===== src/rtl/tdm_lane_pkg.sv =====
// Package: shared rate codes and helpers for the TDM output lane.
// Assumes the rate is a 2-bit code; the reserved code maps to the slowest rate.
package tdm_lane_pkg;

    typedef enum logic [1:0] {
        RATE_2M  = 2'd0,
        RATE_4M  = 2'd1,
        RATE_8M  = 2'd2,
        RATE_RSV = 2'd3
    } rate_e;

    // Normalise a raw rate code; the reserved value behaves as the slowest rate.
    function automatic logic [1:0] rate_norm(input logic [1:0] code);
        return (code == RATE_RSV) ? RATE_2M : code;
    endfunction

endpackage


===== src/rtl/tdm_bit_timer.sv =====
// Module: bit, slot and frame timing for one TDM output lane.
// Divides the bit-rate enable by BASE_DIV >> rate, counts BITS bits per slot
// and (MAX_CH >> 2) << rate slots per frame. It latches the rate on every frame strobe.
// Assumes frame_start is only meaningful in a cycle with bit_tick high.
module tdm_bit_timer
    import tdm_lane_pkg::*;
#(
    parameter int BASE_DIV = 8,
    parameter int MAX_CH   = 128,
    parameter int BITS     = 8
) (
    input  logic                       clk,
    input  logic                       rst_n,
    input  logic                       bit_tick,
    input  logic                       frame_start,
    input  logic [1:0]                 rate_sel,
    output logic [$clog2(MAX_CH)-1:0]  next_ch,
    output logic                       load_slot,
    output logic                       shift_bit,
    output logic                       fetch_next
);
    localparam int DIV_W = $clog2(BASE_DIV);
    localparam int BIT_W = $clog2(BITS);
    localparam int CH_W  = $clog2(MAX_CH);

    logic [1:0]       rate_q;
    logic [DIV_W-1:0] tick_cnt;
    logic [BIT_W-1:0] bit_idx;
    logic [CH_W-1:0]  ch_idx;
    logic [DIV_W:0]   div_len;
    logic [CH_W:0]    nch;
    logic             last_tick;
    logic             boundary;
    logic [BIT_W-1:0] bit_nxt;

    // Ticks per bit and channels per frame for the latched rate.
    assign div_len = (DIV_W+1)'(BASE_DIV) >> rate_q;
    assign nch     = (CH_W+1)'(MAX_CH) >> (2'd2 - rate_q);

    // Bit-period boundary: the divider wraps or a frame strobe arrives.
    assign last_tick = ({1'b0, tick_cnt} == div_len - 1'b1);
    assign boundary  = bit_tick & (frame_start | last_tick);

    // Next bit position and the slot events it implies.
    assign bit_nxt    = frame_start ? '0 :
                        (bit_idx == BIT_W'(BITS-1)) ? '0 : bit_idx + 1'b1;
    assign load_slot  = boundary & (bit_nxt == '0);
    assign shift_bit  = boundary & (bit_nxt != '0);
    assign fetch_next = boundary & ~frame_start & (bit_nxt == BIT_W'(BITS-1));

    // Channel after the current one, wrapping at the frame's channel count.
    assign next_ch = ({1'b0, ch_idx} == nch - 1'b1) ? '0 : ch_idx + 1'b1;

    // Advance divider, bit and channel counters; restart all on a frame strobe.
    always_ff @(posedge clk) begin
        if (!rst_n) begin
            rate_q   <= RATE_2M;
            tick_cnt <= '0;
            bit_idx  <= '0;
            ch_idx   <= '0;
        end else if (bit_tick) begin
            if (frame_start) begin
                rate_q <= rate_norm(rate_sel);
            end
            if (boundary) begin
                tick_cnt <= '0;
                bit_idx  <= bit_nxt;
                if (frame_start) begin
                    ch_idx <= '0;
                end else if (bit_idx == BIT_W'(BITS-1)) begin
                    ch_idx <= next_ch;
                end
            end else begin
                tick_cnt <= tick_cnt + 1'b1;
            end
        end
    end

    // channel index stays inside the frame of the latched rate.
    a_r3_ch_in_range: assert property (@(posedge clk) disable iff (!rst_n)
        ({1'b0, ch_idx} < nch));

    // a frame strobe restarts channel, bit and divider.
    a_r3_frame_restart: assert property (@(posedge clk) disable iff (!rst_n)
        (bit_tick && frame_start) |=> (ch_idx == '0 && bit_idx == '0 && tick_cnt == '0));

    // the latched rate only moves on a frame strobe.
    a_r9_rate_hold: assert property (@(posedge clk) disable iff (!rst_n)
        !(bit_tick && frame_start) |=> $stable(rate_q));

    // divider never exceeds the period of the current rate.
    a_r2_tick_range: assert property (@(posedge clk) disable iff (!rst_n)
        ({1'b0, tick_cnt} < div_len));

endmodule


===== src/rtl/tdm_slot_fetch.sv =====
// Module: one-slot lookahead fetch of channel byte and enable bit.
// Presents the next channel on the read port at all times. It captures data and
// enable when fetch_next fires, at the start of the last bit of the current slot.
// Assumes the read port returns data combinationally.
module tdm_slot_fetch #(
    parameter int MAX_CH = 128,
    parameter int BITS   = 8
) (
    input  logic                      clk,
    input  logic                      rst_n,
    input  logic                      fetch_next,
    input  logic [$clog2(MAX_CH)-1:0] next_ch,
    input  logic [BITS-1:0]           rd_data,
    input  logic [MAX_CH-1:0]         ch_enable,
    output logic [$clog2(MAX_CH)-1:0] rd_addr,
    output logic [BITS-1:0]           stage_data,
    output logic                      stage_en
);
    // Read address is the channel to be sent next.
    assign rd_addr = next_ch;

    // Capture the next slot's byte and enable bit one bit period early.
    always_ff @(posedge clk) begin
        if (!rst_n) begin
            stage_data <= '0;
            stage_en   <= 1'b0;
        end else if (fetch_next) begin
            stage_data <= rd_data;
            stage_en   <= ch_enable[next_ch];
        end
    end

    // staged values hold between fetches.
    a_r10_stage_hold: assert property (@(posedge clk) disable iff (!rst_n)
        !fetch_next |=> ($stable(stage_data) && $stable(stage_en)));

endmodule


===== src/rtl/tdm_slot_shifter.sv =====
// Module: slot shift register and slot-active flag.
// Loads the staged byte and enable at a slot start, then shifts left once per bit.
// The MSB is the current serial bit. Assumes load and shift never coincide.
module tdm_slot_shifter #(
    parameter int BITS = 8
) (
    input  logic            clk,
    input  logic            rst_n,
    input  logic            load_slot,
    input  logic            shift_bit,
    input  logic [BITS-1:0] stage_data,
    input  logic            stage_en,
    output logic            bit_out,
    output logic            slot_active
);
    logic [BITS-1:0] shreg;

    // Load a new slot or move to the next bit, MSB first.
    always_ff @(posedge clk) begin
        if (!rst_n) begin
            shreg       <= '0;
            slot_active <= 1'b0;
        end else if (load_slot) begin
            shreg       <= stage_data;
            slot_active <= stage_en;
        end else if (shift_bit) begin
            shreg <= {shreg[BITS-2:0], 1'b0};
        end
    end

    assign bit_out = shreg[BITS-1];

    // after a shift the output bit is the previous second bit.
    a_r4_msb_first: assert property (@(posedge clk) disable iff (!rst_n)
        shift_bit |=> (bit_out == $past(shreg[BITS-2])));

    // slot state is steady for the whole slot.
    a_r5_active_hold: assert property (@(posedge clk) disable iff (!rst_n)
        !load_slot |=> $stable(slot_active));

endmodule


===== src/rtl/tdm_tx_lane.sv =====
// Module: TDM serial output lane with external buffer control (top).
// Ties timer, fetch and shifter together and applies the asynchronous drive
// enable to data, data-enable and buffer control. drive_en has no register.
// Assumes frame_start repeats every (BASE_DIV * BITS * MAX_CH / 4) bit ticks.
module tdm_tx_lane #(
    parameter int BASE_DIV = 8,
    parameter int MAX_CH   = 128,
    parameter int BITS     = 8
) (
    input  logic                      clk,
    input  logic                      rst_n,
    input  logic                      bit_tick,
    input  logic                      frame_start,
    input  logic [1:0]                rate_sel,
    input  logic                      drive_en,
    input  logic [MAX_CH-1:0]         ch_enable,
    input  logic [BITS-1:0]           rd_data,
    output logic [$clog2(MAX_CH)-1:0] rd_addr,
    output logic                      sdo,
    output logic                      sdo_oe,
    output logic                      hiz_ctl
);
    localparam int CH_W = $clog2(MAX_CH);

    logic [CH_W-1:0] next_ch;
    logic            load_slot;
    logic            shift_bit;
    logic            fetch_next;
    logic [BITS-1:0] stage_data;
    logic            stage_en;
    logic            bit_out;
    logic            slot_active;

    tdm_bit_timer #(.BASE_DIV(BASE_DIV), .MAX_CH(MAX_CH), .BITS(BITS)) u_timer (
        .clk        (clk),
        .rst_n      (rst_n),
        .bit_tick   (bit_tick),
        .frame_start(frame_start),
        .rate_sel   (rate_sel),
        .next_ch    (next_ch),
        .load_slot  (load_slot),
        .shift_bit  (shift_bit),
        .fetch_next (fetch_next)
    );

    tdm_slot_fetch #(.MAX_CH(MAX_CH), .BITS(BITS)) u_fetch (
        .clk       (clk),
        .rst_n     (rst_n),
        .fetch_next(fetch_next),
        .next_ch   (next_ch),
        .rd_data   (rd_data),
        .ch_enable (ch_enable),
        .rd_addr   (rd_addr),
        .stage_data(stage_data),
        .stage_en  (stage_en)
    );

    tdm_slot_shifter #(.BITS(BITS)) u_shift (
        .clk        (clk),
        .rst_n      (rst_n),
        .load_slot  (load_slot),
        .shift_bit  (shift_bit),
        .stage_data (stage_data),
        .stage_en   (stage_en),
        .bit_out    (bit_out),
        .slot_active(slot_active)
    );

    // Output gating: the drive enable overrides the slot state without a clock.
    assign sdo_oe  = drive_en & slot_active;
    assign hiz_ctl = ~sdo_oe;
    assign sdo     = sdo_oe & bit_out;

    // a low drive enable forces the buffer off.
    a_r7_drive_off: assert property (@(posedge clk) disable iff (!rst_n)
        !drive_en |-> (hiz_ctl && !sdo_oe && !sdo));

    // with drive enabled, buffer control only moves after a slot load.
    a_r5_ctl_steady: assert property (@(posedge clk) disable iff (!rst_n)
        (drive_en && !load_slot) |=> (!drive_en || $stable(hiz_ctl)));

endmodule


===== config.mk =====
export PLATFORM = sky130hd
export DESIGN_NAME = tdm_tx_lane
export DESIGN_NICKNAME = d
export VERILOG_FILES = /design/src/rtl/tdm_lane_pkg.sv /design/src/rtl/tdm_bit_timer.sv /design/src/rtl/tdm_slot_fetch.sv /design/src/rtl/tdm_slot_shifter.sv /design/src/rtl/tdm_tx_lane.sv
export SDC_FILE = /design/constraint.sdc
export NUM_CORES = 1
export LEC_CHECK = 0
export BUFFER_PORTS_ARGS = -buffer_cell sky130_fd_sc_hd__buf_2
export CORE_ASPECT_RATIO = 1.1
export CORE_UTILIZATION = 44
export CTS_CLUSTER_SIZE = 8
export DETAILED_ROUTE_END_ITERATION = 8
export GPL_TIMING_DRIVEN = 0
export PLACE_DENSITY_LB_ADDON = 0.08
export SYNTH_ARGS = -nofsm -noshare
export SYNTH_HDL_FRONTEND = slang
export SYNTH_SLANG_ARGS = --single-unit
export TNS_END_PERCENT = 5

===== constraint.sdc =====
create_clock -name clk -period 3 [get_ports clk]
set_input_delay 0.45 -clock clk [delete_from_list [all_inputs] [get_ports clk]]
set_output_delay 0.45 -clock clk [all_outputs]
set_load 0.01 [all_outputs]

After elaboration in Yosys (flattened, before gate mapping) --
Cells that the tools add are included. Widths: inputs -> output; s select.
Word-level totals: word-level logic and storage cells 50, output and inout port bits 10, input bits 143, register bits 33
Cells by class: add/subtract/negate cells 6, shift-type cells 2, equality and inequality tests 5, $lt $le $gt $ge 1, multiplexer cells 11, bitwise operators 10, reductions and logical operators 7
Operators with widths (count):
- $mux 7 | 3
- $mux 8 | 2
- $mux 3 | 3
- $eq 7x8->1 | 1
- $lt 7x8->1 const B | 1
- $shr 8x2->8 const A | 1
- $sub 8x1->8 const B | 1
- $add 7x1->7 const B | 1
- $and 1x1->1 | 7
- $bmux 1 s7 | 1
- $add 3x1->3 const B | 2
- $eq 3x3->1 const B | 2
- $eq 3x4->1 | 1
- $reduce_and 2->1 | 2
- $reduce_bool 2->1 | 2
- $shr 4x2->4 const A | 1
- $sub 4x1->4 const B | 1
- $logic_not 3->1 | 1
- $reduce_and 3->1 | 1
- $reduce_bool 3->1 | 1
- $eq 2x2->1 const B | 1
- $mux 2 | 1
- $not 1->1 | 2
- $sub 2x2->2 const A | 1
- 2 further kinds | 2

Longest topological paths before layout --
Gate-level depths: netlist of run 1.
depth after elaboration 8, gate-level depth with buffers 13, mapped depth without buffers 11

Modules after synthesis --
Synthesis of run 1 repeated with hierarchy kept, for this count alone.
Unflattened totals: cell total of the unflattened synthesis 305, area total of the unflattened synthesis 3006.6 µm²
Modules (own cells, without submodules):
- tdm_slot_fetch | area each 1506.4 µm², seq. area each 180.2 µm², cells each 136, instances 1
- tdm_bit_timer | area each 1021.0 µm², seq. area each 300.3 µm², cells each 128, instances 1
- tdm_slot_shifter | area each 461.7 µm², seq. area each 180.2 µm², cells each 38, instances 1
- tdm_tx_lane | area each 17.5 µm², seq. area each 0.0 µm², cells each 3, instances 1

Worst setup path after synthesis of run 1 --
No wires, ideal clock.
kind reg2reg, from reg u_timer.rate_q[0], to reg u_fetch.stage_en, path slack 0.317 ns, required time 2.870 ns, clock period less this slack 2.683 ns, cell stages (with the launch flop) 10, library setup time 0.130 ns, data arrival time 2.553 ns, path buffers 0, cell sequence dfxtp_1 inv_1 ha_1 xor2_4 o41ai_4 mux4_1 o21ai_0 nor3_1 a2111oi_0 nor4_1
Between the ends: longest elaborated chain between the ends 7, elaborated cells between the ends (all ways) 14, those cells by class add/sub (3); eq/ne (2); shift (2); mux (3); bitwise (4)
RTL lines:
- start, declared | line tdm_bit_timer.sv:26 | logic [1:0] rate_q;
- start signal, assigned | line tdm_bit_timer.sv:63 | rate_q <= rate_norm(rate_sel);
- $sub 2x2->2 / $shr 4x2->4 (equally long branches) | line tdm_bit_timer.sv:38, tdm_bit_timer.sv:37
- $shr 8x2->8 / $sub 4x1->4 (equally long branches) | line tdm_bit_timer.sv:38, tdm_bit_timer.sv:41
- $sub 8x1->8 / $eq 3x4->1 (equally long branches) | line tdm_bit_timer.sv:52, tdm_bit_timer.sv:41
- $eq 7x8->1 / $or 1x1->1 (equally long branches) | line tdm_bit_timer.sv:52, tdm_bit_timer.sv:42
- $mux 7 / $and 1x1->1 (equally long branches) | line tdm_bit_timer.sv:52, tdm_bit_timer.sv:42
- $bmux 1 s7 / $and 1x1->1 (equally long branches) | line tdm_slot_fetch.sv:29, tdm_bit_timer.sv:49
- $mux 1 (implied by the code) / $and 1x1->1 (equally long branches) | line tdm_slot_fetch.sv:29, tdm_bit_timer.sv:49
- end signal, assigned | line tdm_slot_fetch.sv:29 | stage_en <= ch_enable[next_ch];
- end, declared | line tdm_slot_fetch.sv:17 | output logic stage_en
Several ways; a longest one is shown, not always the timed one. The select of a mux whose other input is x is not followed. A chain may end at the register's enable or synchronous reset.

Final worst setup path of run 1 --
Ends and elaborated chain as after synthesis.

==> results.toml, run 1 <==
[layout]
drive_above_1_share_pct = 35.88
fin_nets = 714
nFillCells = 703
area_growth_pct = 31.54
post-route-util_pct = 59.91
final_cell_area_mm2 = 0.004222
antenna_cells = 0

[grt]
grt_util_all_layers_pct = 28.03
antenna_found_initial = 0
grt_first_pass_wirelength_um = 17260
grt_pass1_vias = 3491
grt_max_degree = 11
gr-total-overflow = 0

[clock_network]
cts_hold_buf = 0
numCtsBuffers = 5
root_buffer = "clkbuf_8"
cts_tree = "yes"
numClockSinks = 33
cts.reportedPaths.clkPinSlew_ps = 60
cts_max_level = 2
cts_buffer_depth = 2
insertion_delay_ps = 280

[routing]
via_per_inst = 5.773
drt_first_pass_iters = 5
wl_um = 10980
dr_total_vias = 3741
drt_iter0_drc = 186
ant_nets = 0
drc_errors = 0
drt-wirelength-per-cell_um = 16.94

[floorplan]
initial_utilization_pct = 45.54
ios = 153
fp-row-count = 32
die_x_um = 83.43
core_area_mm2 = 0.007047
die_h_um = 91.57
die-area_mm2 = 0.007640

[worst_setup_path]
arrival_ps = 3000
worstSetupStartpointType = "register"
setup.worst_path.class = "reg2reg"
end_kind = "register"
required_ps = 3160
crit_fanout = 5

[yosys]
ys.warnings.count = 0
synth-edff-count = 0
ys_types = 62
netlist_instances = 400
synth-main-ff-cell = "dfxtp_1"
synthTopCellsByArea = "dfxtp_1 21%, mux2i_1 11%, nand2_1 4.8%, a21oi_1 4.7%, nor2b_1 4.7%"
synth_nets = 551
syn_area_mm2 = 0.003209
synth_area_leader_cell = "dfxtp_1"
synthArstFlopShare_pct = 0
ys_ff_latch = 33
netlist.area_leader.share_pct = 20.58
synth_area_per_cell_um2 = 8.023
yosysSeqAreaShare_pct = 20.58

[power_and_ir_drop]
vdd_ir_drop_max_uv = 348.6
total_power_mw = 0.9863
leakagePower_nw = 1.810
power_density_mw_per_mm2 = 233.6

[sta]
hold_viol_final = 0
hold_ws_ps = 420.4
slew_headroom_pct = 54.92
drv_slew = 0
period_needed_ps = 2839
skew_ps = 3.336
post-route-worst-setup-slack_ps = 160.5
finalSetupViolations = 0
min_period_over_period_pct = 94.65
worstMarginPinSlew_ps = 676.2
clock.fmax_mhz = 352.2

[outcome]
status = "complete, no violations"

[job]
drv_cap = 0

[placed_design]
placed_cell_area_mm2 = 0.004066
pre_cts_ws_ps = 18.79
port_buffers = 150
gp_congestion = 0.9161
dp_hpwl_um = 8542

[worst_hold_path]
min_path_type = "in2reg"
## power by group
part / total, mW / internal, mW / switching (mW)
clock network: 0.333 / 0.182 / 0.151
logic: 0.199 / 0.114 / 0.0850
registers: 0.454 / 0.448 / 0.00669
total: 0.986 / 0.743 / 0.243
## critical path, stage by stage (launching register included)
cell	delay (ps)
dfxtp_1	350
inv_1	80
ha_2	330
xor2_4	210
o41ai_4	410
mux4_1	590
o21ai_1	160
nor3_1	100
a2111oi_1	400
nor4_1	80
## cells by family (layout without fill, tap and decap cells)
logic type | after synthesis | count (layout) | synth area share (%)
xor+xnor | 13 | 13 | 4.952
mux | 42 | 42 | 15.63
fa+ha+maj | 8 | 8 | 3.119
buf+inv | 45 | 208 | 6.316
simple gates | 135 | 135 | 21.60
flops | 33 | 33 | 20.58
compound gates | 124 | 124 | 27.80
## Yosys cell counts, drive strengths merged (5+ instances only)
master,n
nor4,7
o211ai,6
xnor2,9
mux2i,34
nor2b,24
inv,12
a21oi,30
o21ai,22
o22ai,11
nor3,14
nand2,41
ha,8
a22oi,7
o211a,7
mux4,6
clkbuf,13
nor2,18
o221ai,9
nand3,14
dfxtp,33
nand2b,5
buf,19
and3,5
## final timing paths
path	from	endpoint	slack [ps]	cells after the start
max	u_timer.rate_q[0]	u_fetch.stage_en	160	9
min	rd_data[4]	u_fetch.stage_data[4]	420	3
max reg2reg	u_timer.rate_q[0]	u_fetch.stage_en	160	9
min reg2reg	u_timer.bit_idx[1]	u_timer.bit_idx[1]	470	2
## metal layers
| layer | track usage (%) | vias to the layer above | wire (um) | part of all wire [%] |
|---|---|---|---|---|
| met4 | 9.322 | 0 | 241 | 2.2 |
| met1 | 34.73 | 1708 | 4488 | 41 |
| met3 | 3.818 | 23 | 861 | 7.8 |
| met2 | 49.80 | 188 | 5385 | 49 |
| met5 | 0 | - | 0 | 0 |
| li1 | - | 1822 | - | - |
## through the flow
stage	setup TNS, ps	cells
after floorplan	0	400
after global placement	0	635
after detailed placement	0	635
after CTS	0	642
after global routing	-41.78	648
final	0	648
## cells in the final DEF, fill, tap and decap left out, types with 3 or more instances in the layout
cell type and n:
a211oi_1 3, a21oi_1 30, a22oi_1 7, and3_1 5
buf_1 3, buf_2 161, buf_4 9, clkbuf_1 14
clkbuf_8 6, dfxtp_1 32, ha_1 6, inv_1 10
mux2i_1 34, mux4_2 5, nand2_1 41, nand2b_1 5
nand3_1 13, nor2_1 18, nor2b_1 24, nor3_1 14
nor3b_1 3, nor4_1 5, o211a_1 7, o211ai_1 6
o21ai_0 18, o21ai_1 4, o221ai_1 9, o22ai_1 11
xnor2_1 7
## flip-flops by register name (all words and copies together) (netlist names)
name	cells
u_fetch.stage_data	8
u_shift.shreg	8
u_timer.ch_idx	7
u_timer.bit_idx	3
u_timer.tick_cnt	3
u_timer.rate_q	2
u_fetch.stage_en	1
u_shift.slot_active	1
## cell type report
type                    count  area [um^2]  share of cell area, %
multi-input cells         322         2366                  56.05
repair buffers            156        795.8                  18.85
flip-flops and latches     33        661.9                  15.68
plain buffers              32        156.4                  3.705
well taps                  85        106.4                  2.519
clock buffers               7        86.33                  2.045
inverters                  13        48.80                  1.156
## timing repair
action | in CTS | in global routing
endpoints found under the setup margin | 1 | 2
resized for setup | 1 | 7
pin swaps | 1 | 4
setup buffers | 0 | 6
Power figures use the tool's default switching activity.
==> run 2, diff against run 1 <==
- SYNTH_HIERARCHICAL: not set -> 1
==> run 2 against run 1 <==
Effect of this change:
- wire length fell by 20%
- power fell by 1.4%
- clock power fell by 4%
- fmax fell by 4.4%
- non-clock buffer count fell by 1
- global-route usage fell by 2.8 points
- design area fell by 1.9%
- sequential cell count did not move
- synthesized cell count fell by 24%
- synthesized area fell by 6.3%
- critical path depth rose by 4
- via count fell by 19%
==> results.toml, run 2 <==
[outcome]
status = "complete, no violations"

[sta]
drv_slew = 0
slew_headroom_pct = 65.34
rsz0062_at_grt = "yes"
period_needed_ps = 2970
post-route-worst-setup-slack_ps = 29.94
finalSetupViolations = 0
setup_tns_ps = 0
skew_ps = 4.157
worstMarginPinSlew_ps = 519.9
clock.fmax_mhz = 336.7
min_period_over_period_pct = 99.00
hold_viol_final = 0

[yosys]
ys_types = 46
netlist_instances = 305
synth_area_leader_cell = "dfxtp_1"
synth-edff-count = 0
synthArstFlopShare_pct = 0
synth_area_per_cell_um2 = 9.858
synth-main-ff-cell = "dfxtp_1"
netlist.area_leader.share_pct = 21.97
synthTopCellsByArea = "dfxtp_1 22%, mux4_2 20%, mux2i_1 8.3%, mux2_4 4.0%, nor2b_1 4.0%"
synth.most_common_cell = "dfxtp_1"
yosysSeqAreaShare_pct = 21.97
synth_common_cells = "33 x dfxtp_1, 27 x mux4_2, 25 x mux2i_1, 19 x nor2b_1, 18 x nand3_1"
ys.warnings.count = 6
ys_ff_latch = 33
syn_area_mm2 = 0.003007
synth_nets = 456

[layout]
final_cell_mix = "158 x buf_2, 30 x dfxtp_1, 27 x mux4_2"
area_growth_pct = 37.79
drive_above_1_share_pct = 52.87
layout_commonest_cell = "buf_2"
nFillCells = 599
antenna_cells = 0
fin_nets = 621
post-route-util_pct = 62.83
reg_top3 = "u_fetch/stage_data: 8 flops, u_shift/shreg: 8 flops, u_timer/ch_idx: 7 flops"

[placed_design]
pre_cts_ws_ps = -311.2
dp_hpwl_um = 6903
gp_congestion = 0.8528
port_buffers = 152

[grt]
antenna_found_initial = 0
grt_max_degree = 12
grt_util_all_layers_pct = 25.22
grt_pass1_vias = 2986
gr-total-overflow = 0
grt_first_pass_wirelength_um = 13850

[power_and_ir_drop]
power_density_mw_per_mm2 = 234.8
vdd_ir_drop_max_uv = 211.0
leakagePower_nw = 1.823

[worst_hold_path]
min_path_type = "in2reg"
whs_path_depth = 3

[worst_setup_path]
critPathMaxStageDelay_ps = 500
arrival_ps = 3130
required_ps = 3160
crit_cells = 13
reg2reg_depth = 13
setup.worst_path.class = "reg2reg"
worstSetupStartpointType = "register"
worstPathCellList = "inv_1 > ha_4 > xor2_4 > nor4_4 > buf_4 > nor2_4 > buf_12 > mux4_2 > mux4_2 > nand2_1 > o21ai_1 > a21oi_1 > a211oi_1"
cpMaxStageDelayCell = "mux4_2"
end_kind = "register"
crit_top_cell = "mux4_2"
crit_fanout = 5
cpLargestDelayFamily = "multiplexers"
cp_num_buf_inv = 3

[job]
drv_cap = 0

[clock_network]
cts_max_level = 2
cts.reportedPaths.clkPinSlew_ps = 70
cts_tree = "yes"
numClockSinks = 33
root_buffer = "clkbuf_8"
cts_buffer_depth = 2
cts_hold_buf = 0
insertion_delay_ps = 280
numCtsBuffers = 5

[routing]
drc_errors = 0
drt_first_pass_iters = 4
wl_um = 8776
drt_iter0_drc = 157
via_per_inst = 5.485
ant_nets = 0
dr_total_vias = 3033
drt-wirelength-per-cell_um = 15.87

[floorplan]
initial_utilization_pct = 45.60
die-area_mm2 = 0.007168
ios = 153
die_x_um = 80.82
fp-row-count = 31
core_area_mm2 = 0.006594
die_h_um = 88.70
[run 2: cell families after synthesis]
family          count (synthesis)  synth area share (%)
mux                            66                 34.79
simple gates                  106                 19.39
compound gates                 47                 10.90
buf+inv                        35                 6.700
fa+ha+maj                       8                 3.329
xor+xnor                       10                 2.913
flops                          33                 21.97
[run 2: layout make-up]
class                           count  area [um^2]  area share, %
Timing Repair Buffer              158        825.8          19.93
Tap cell                           82        102.6          2.477
Clock buffer                        6        72.57          1.752
Inverter                            6        22.52         0.5436
Buffer                             29        193.9          4.681
Multi-Input combinational cell    237         2248          54.27
Clock inverter                      2        10.01         0.2416
Sequential cell                    33        666.9          16.10
[run 2: report_power, final]
group	internal (mW)	total (mW)	switching [mW]
Combinational	0.130	0.205	0.0751
Sequential	0.444	0.449	0.00470
Clock	0.161	0.319	0.159
Total	0.735	0.973	0.238
[run 2: worst paths after layout]
check | from | end | slack [ps]
worst max-delay path | u_timer/rate_q[1] | u_fetch/stage_en | 30
worst min-delay path | rd_data[3] | u_fetch/stage_data[3] | 430
worst max register to register | u_timer/rate_q[1] | u_fetch/stage_en | 30
worst min register to register | u_fetch/stage_data[0] | u_shift/shreg[0] | 470
[run 2: worst min-delay path, cell delays in order]
cell and delay, ps:
buf_2 70, mux2i_1 60, nor2b_1 90
[run 2: repair_timing]
action,in CTS,in global routing
pin swaps,4,4
resized for setup,15,13
cloned,1,0
setup endpoints to repair,1,4
buffers inserted,5,0
[run 2: through the flow]
| stage | power, mW | area, um^2 | hold slack (ps) | cells |
|---|---|---|---|---|
| 4_1_cts | 0.9812 | 4098 | 422.6 | 553 |
| 5_1_grt | 1.026 | 4143 | 425.5 | 553 |
| 6_report | 0.9728 | 4143 | 427.1 | 553 |
| 2_1_floorplan | 0.5482 | 3013 | 437.4 | 305 |
| 3_5_place_dp | 0.6576 | 3876 | 469.0 | 539 |
| 3_3_place_gp | 0.6533 | 3876 | 457.4 | 539 |
[run 2: routing by layer]
layer | GRT usage [%] | vias up | wire (um)
li1 | - | 1472 | -
met1 | 30.64 | 1418 | 3641
met2 | 43.16 | 125 | 4337
met3 | 6.804 | 18 | 643
met4 | 7.955 | 0 | 155
met5 | 0 | - | 0
==> run 3, diff against run 2 <==
- CAP_MARGIN: not set -> 20
- RECOVER_POWER: not set -> 100
==> run 3 against run 2 <==
Effect of this change:
- sequential share of layout area hardly changed
- fmax is essentially flat
- worst hold slack barely moved
- critical path depth did not move
- sequential power hardly changed
- register-to-register slack is essentially flat
- die area stayed put
- non-clock buffer count unchanged
- wire length barely moved
- clock skew barely moved
- design area fell by 0.24%
- first-iteration DRC count down 1.3%
==> results.toml, run 3 (synthesis results as in run 2) <==
[outcome]
status = "complete, no violations"

[sta]
clock.fmax_mhz = 336.7
rsz0062_at_grt = "yes"
period_needed_ps = 2970
finalSetupViolations = 0
drv_slew = 0
skew_ps = 4.226
worstMarginPinSlew_ps = 516.9
min_period_over_period_pct = 99.00
hold_viol_final = 0
slew_headroom_pct = 65.54

[layout]
drive_above_1_share_pct = 51.59
layout_commonest_cell = "buf_2"
post-route-util_pct = 62.68
final_cell_mix = "153 x buf_2, 30 x dfxtp_1, 27 x mux4_2"
fin_nets = 621
ff_latch_area_um2 = 666.9
area_growth_pct = 37.45
reg_top3 = "u_fetch/stage_data: 8 flops, u_shift/shreg: 8 flops, u_timer/ch_idx: 7 flops"
nFillCells = 603
antenna_cells = 0
multi_input_area_mm2 = 0.002245

[clock_network]
cts_buffer_depth = 2
numCtsBuffers = 5
insertion_delay_ps = 280
cts.reportedPaths.clkPinSlew_ps = 70
root_buffer = "clkbuf_8"
cts_tree = "yes"
cts_max_level = 2
cts_hold_buf = 0
numClockSinks = 33

[grt]
grt_pass1_vias = 2986
grt_util_all_layers_pct = 25.22
antenna_found_initial = 0
grt_max_degree = 12
gr-total-overflow = 0
grt_first_pass_wirelength_um = 13850

[floorplan]
ios = 153
die_h_um = 88.70
initial_utilization_pct = 45.60
die-area_mm2 = 0.007168
core_area_mm2 = 0.006594
fp-row-count = 31
die_x_um = 80.82

[power_and_ir_drop]
pwr-share-clk_pct = 32.8
total_power_mw = 0.9722
power.switching_mw = 0.2381
vdd_ir_drop_max_uv = 211.0
power_density_mw_per_mm2 = 235.3
power_frac_seq_pct = 46.2
p_sw_share_pct = 24.49
p_comb_share_pct = 21.0
leakagePower_nw = 1.798
internal_power_mw = 0.7341

[routing]
via_per_inst = 5.486
ant_nets = 0
drt_first_pass_iters = 4
wl_um = 8777
drt-wirelength-per-cell_um = 15.87
drt_iter0_drc = 155
drc_errors = 0
dr_total_vias = 3034

[worst_setup_path]
worstSetupStartpointType = "register"
r2r_setup_slack_ps = 30
arrival_ps = 3130
setup.worst_path.class = "reg2reg"
required_ps = 3160
end_kind = "register"
crit_fanout = 5

[placed_design]
gp_congestion = 0.8528
port_buffers = 152
dp_hpwl_um = 6903

[worst_hold_path]
min_path_type = "in2reg"

[job]
drv_cap = 0
## run 3: cell types whose count changed in the layout (fill, tap and decap cells not counted), sizes merged
cell,delta
buf,-5
clkbuf,+5
## run 3: worst max-delay path, cell delays in order, from the launching register on
cell	delay [ps]
dfxtp_4	370
inv_1	70
ha_4	300
xor2_4	200
nor4_4	50
buf_4	160
nor2_4	200
buf_12	160
mux4_2	480
mux4_2	500
nand2_1	80
o21ai_1	70
a21oi_1	140
a211oi_1	80
## run 3: final timing paths
path,end,startpoint,depth (start not counted)
worst max-delay path,u_fetch/stage_en,u_timer/rate_q[1],13
worst min register to register,u_shift/shreg[0],u_fetch/stage_data[0],2
worst max register to register,u_fetch/stage_en,u_timer/rate_q[1],13
worst min-delay path,u_fetch/stage_data[3],rd_data[3],3
## run 3: repair_timing
| item | in CTS | in global routing |
|---|---|---|
| buffers inserted | 5 | 0 |
| cloned | 1 | 0 |
| gates resized for setup | 15 | 13 |
| setup endpoints to repair | 1 | 4 |
| pin swaps | 4 | 4 |
## run 3: through the flow
step	cells	cell area (um^2)	setup WS, ps	TNS (ps)	hold WS, ps
finish	553	4133	30.05	0	427.2
global route	553	4133	-89.19	-89.19	425.5
CTS	553	4098	4.191	0	422.6
detailed placement	539	3876	-311.2	-311.2	469.0
global placement	539	3876	-285.3	-285.3	457.4
floorplan	305	3013	131.3	0	437.4
## run 3: layer usage
| metal | vias up | share of wire (%) | global-route usage [%] |
|---|---|---|---|
| li1 | 1472 | - | - |
| met1 | 1421 | 42 | 30.64 |
| met2 | 123 | 49 | 43.16 |
| met3 | 18 | 7.3 | 6.804 |
| met4 | 0 | 1.8 | 7.955 |
| met5 | - | 0 | 0 |
## run 3: power groups by stage
stage | Sequential, mW | Combinational, mW | Clock [mW]
finish | 0.449 | 0.204 | 0.319
global route | 0.449 | 0.222 | 0.354
CTS | 0.449 | 0.202 | 0.330
detailed placement | 0.459 | 0.198 | 0
global placement | 0.459 | 0.194 | 0
floorplan | 0.458 | 0.0904 | 0
## run 3: layout make-up
class | count | share of cell area (%)
Clock inverter | 2 | 0.2422
Multi-Input combinational cell | 237 | 54.31
Timing Repair Buffer | 158 | 19.83
Buffer | 29 | 4.693
Inverter | 6 | 0.5450
Tap cell | 82 | 2.483
Clock buffer | 6 | 1.756
Sequential cell | 33 | 16.14
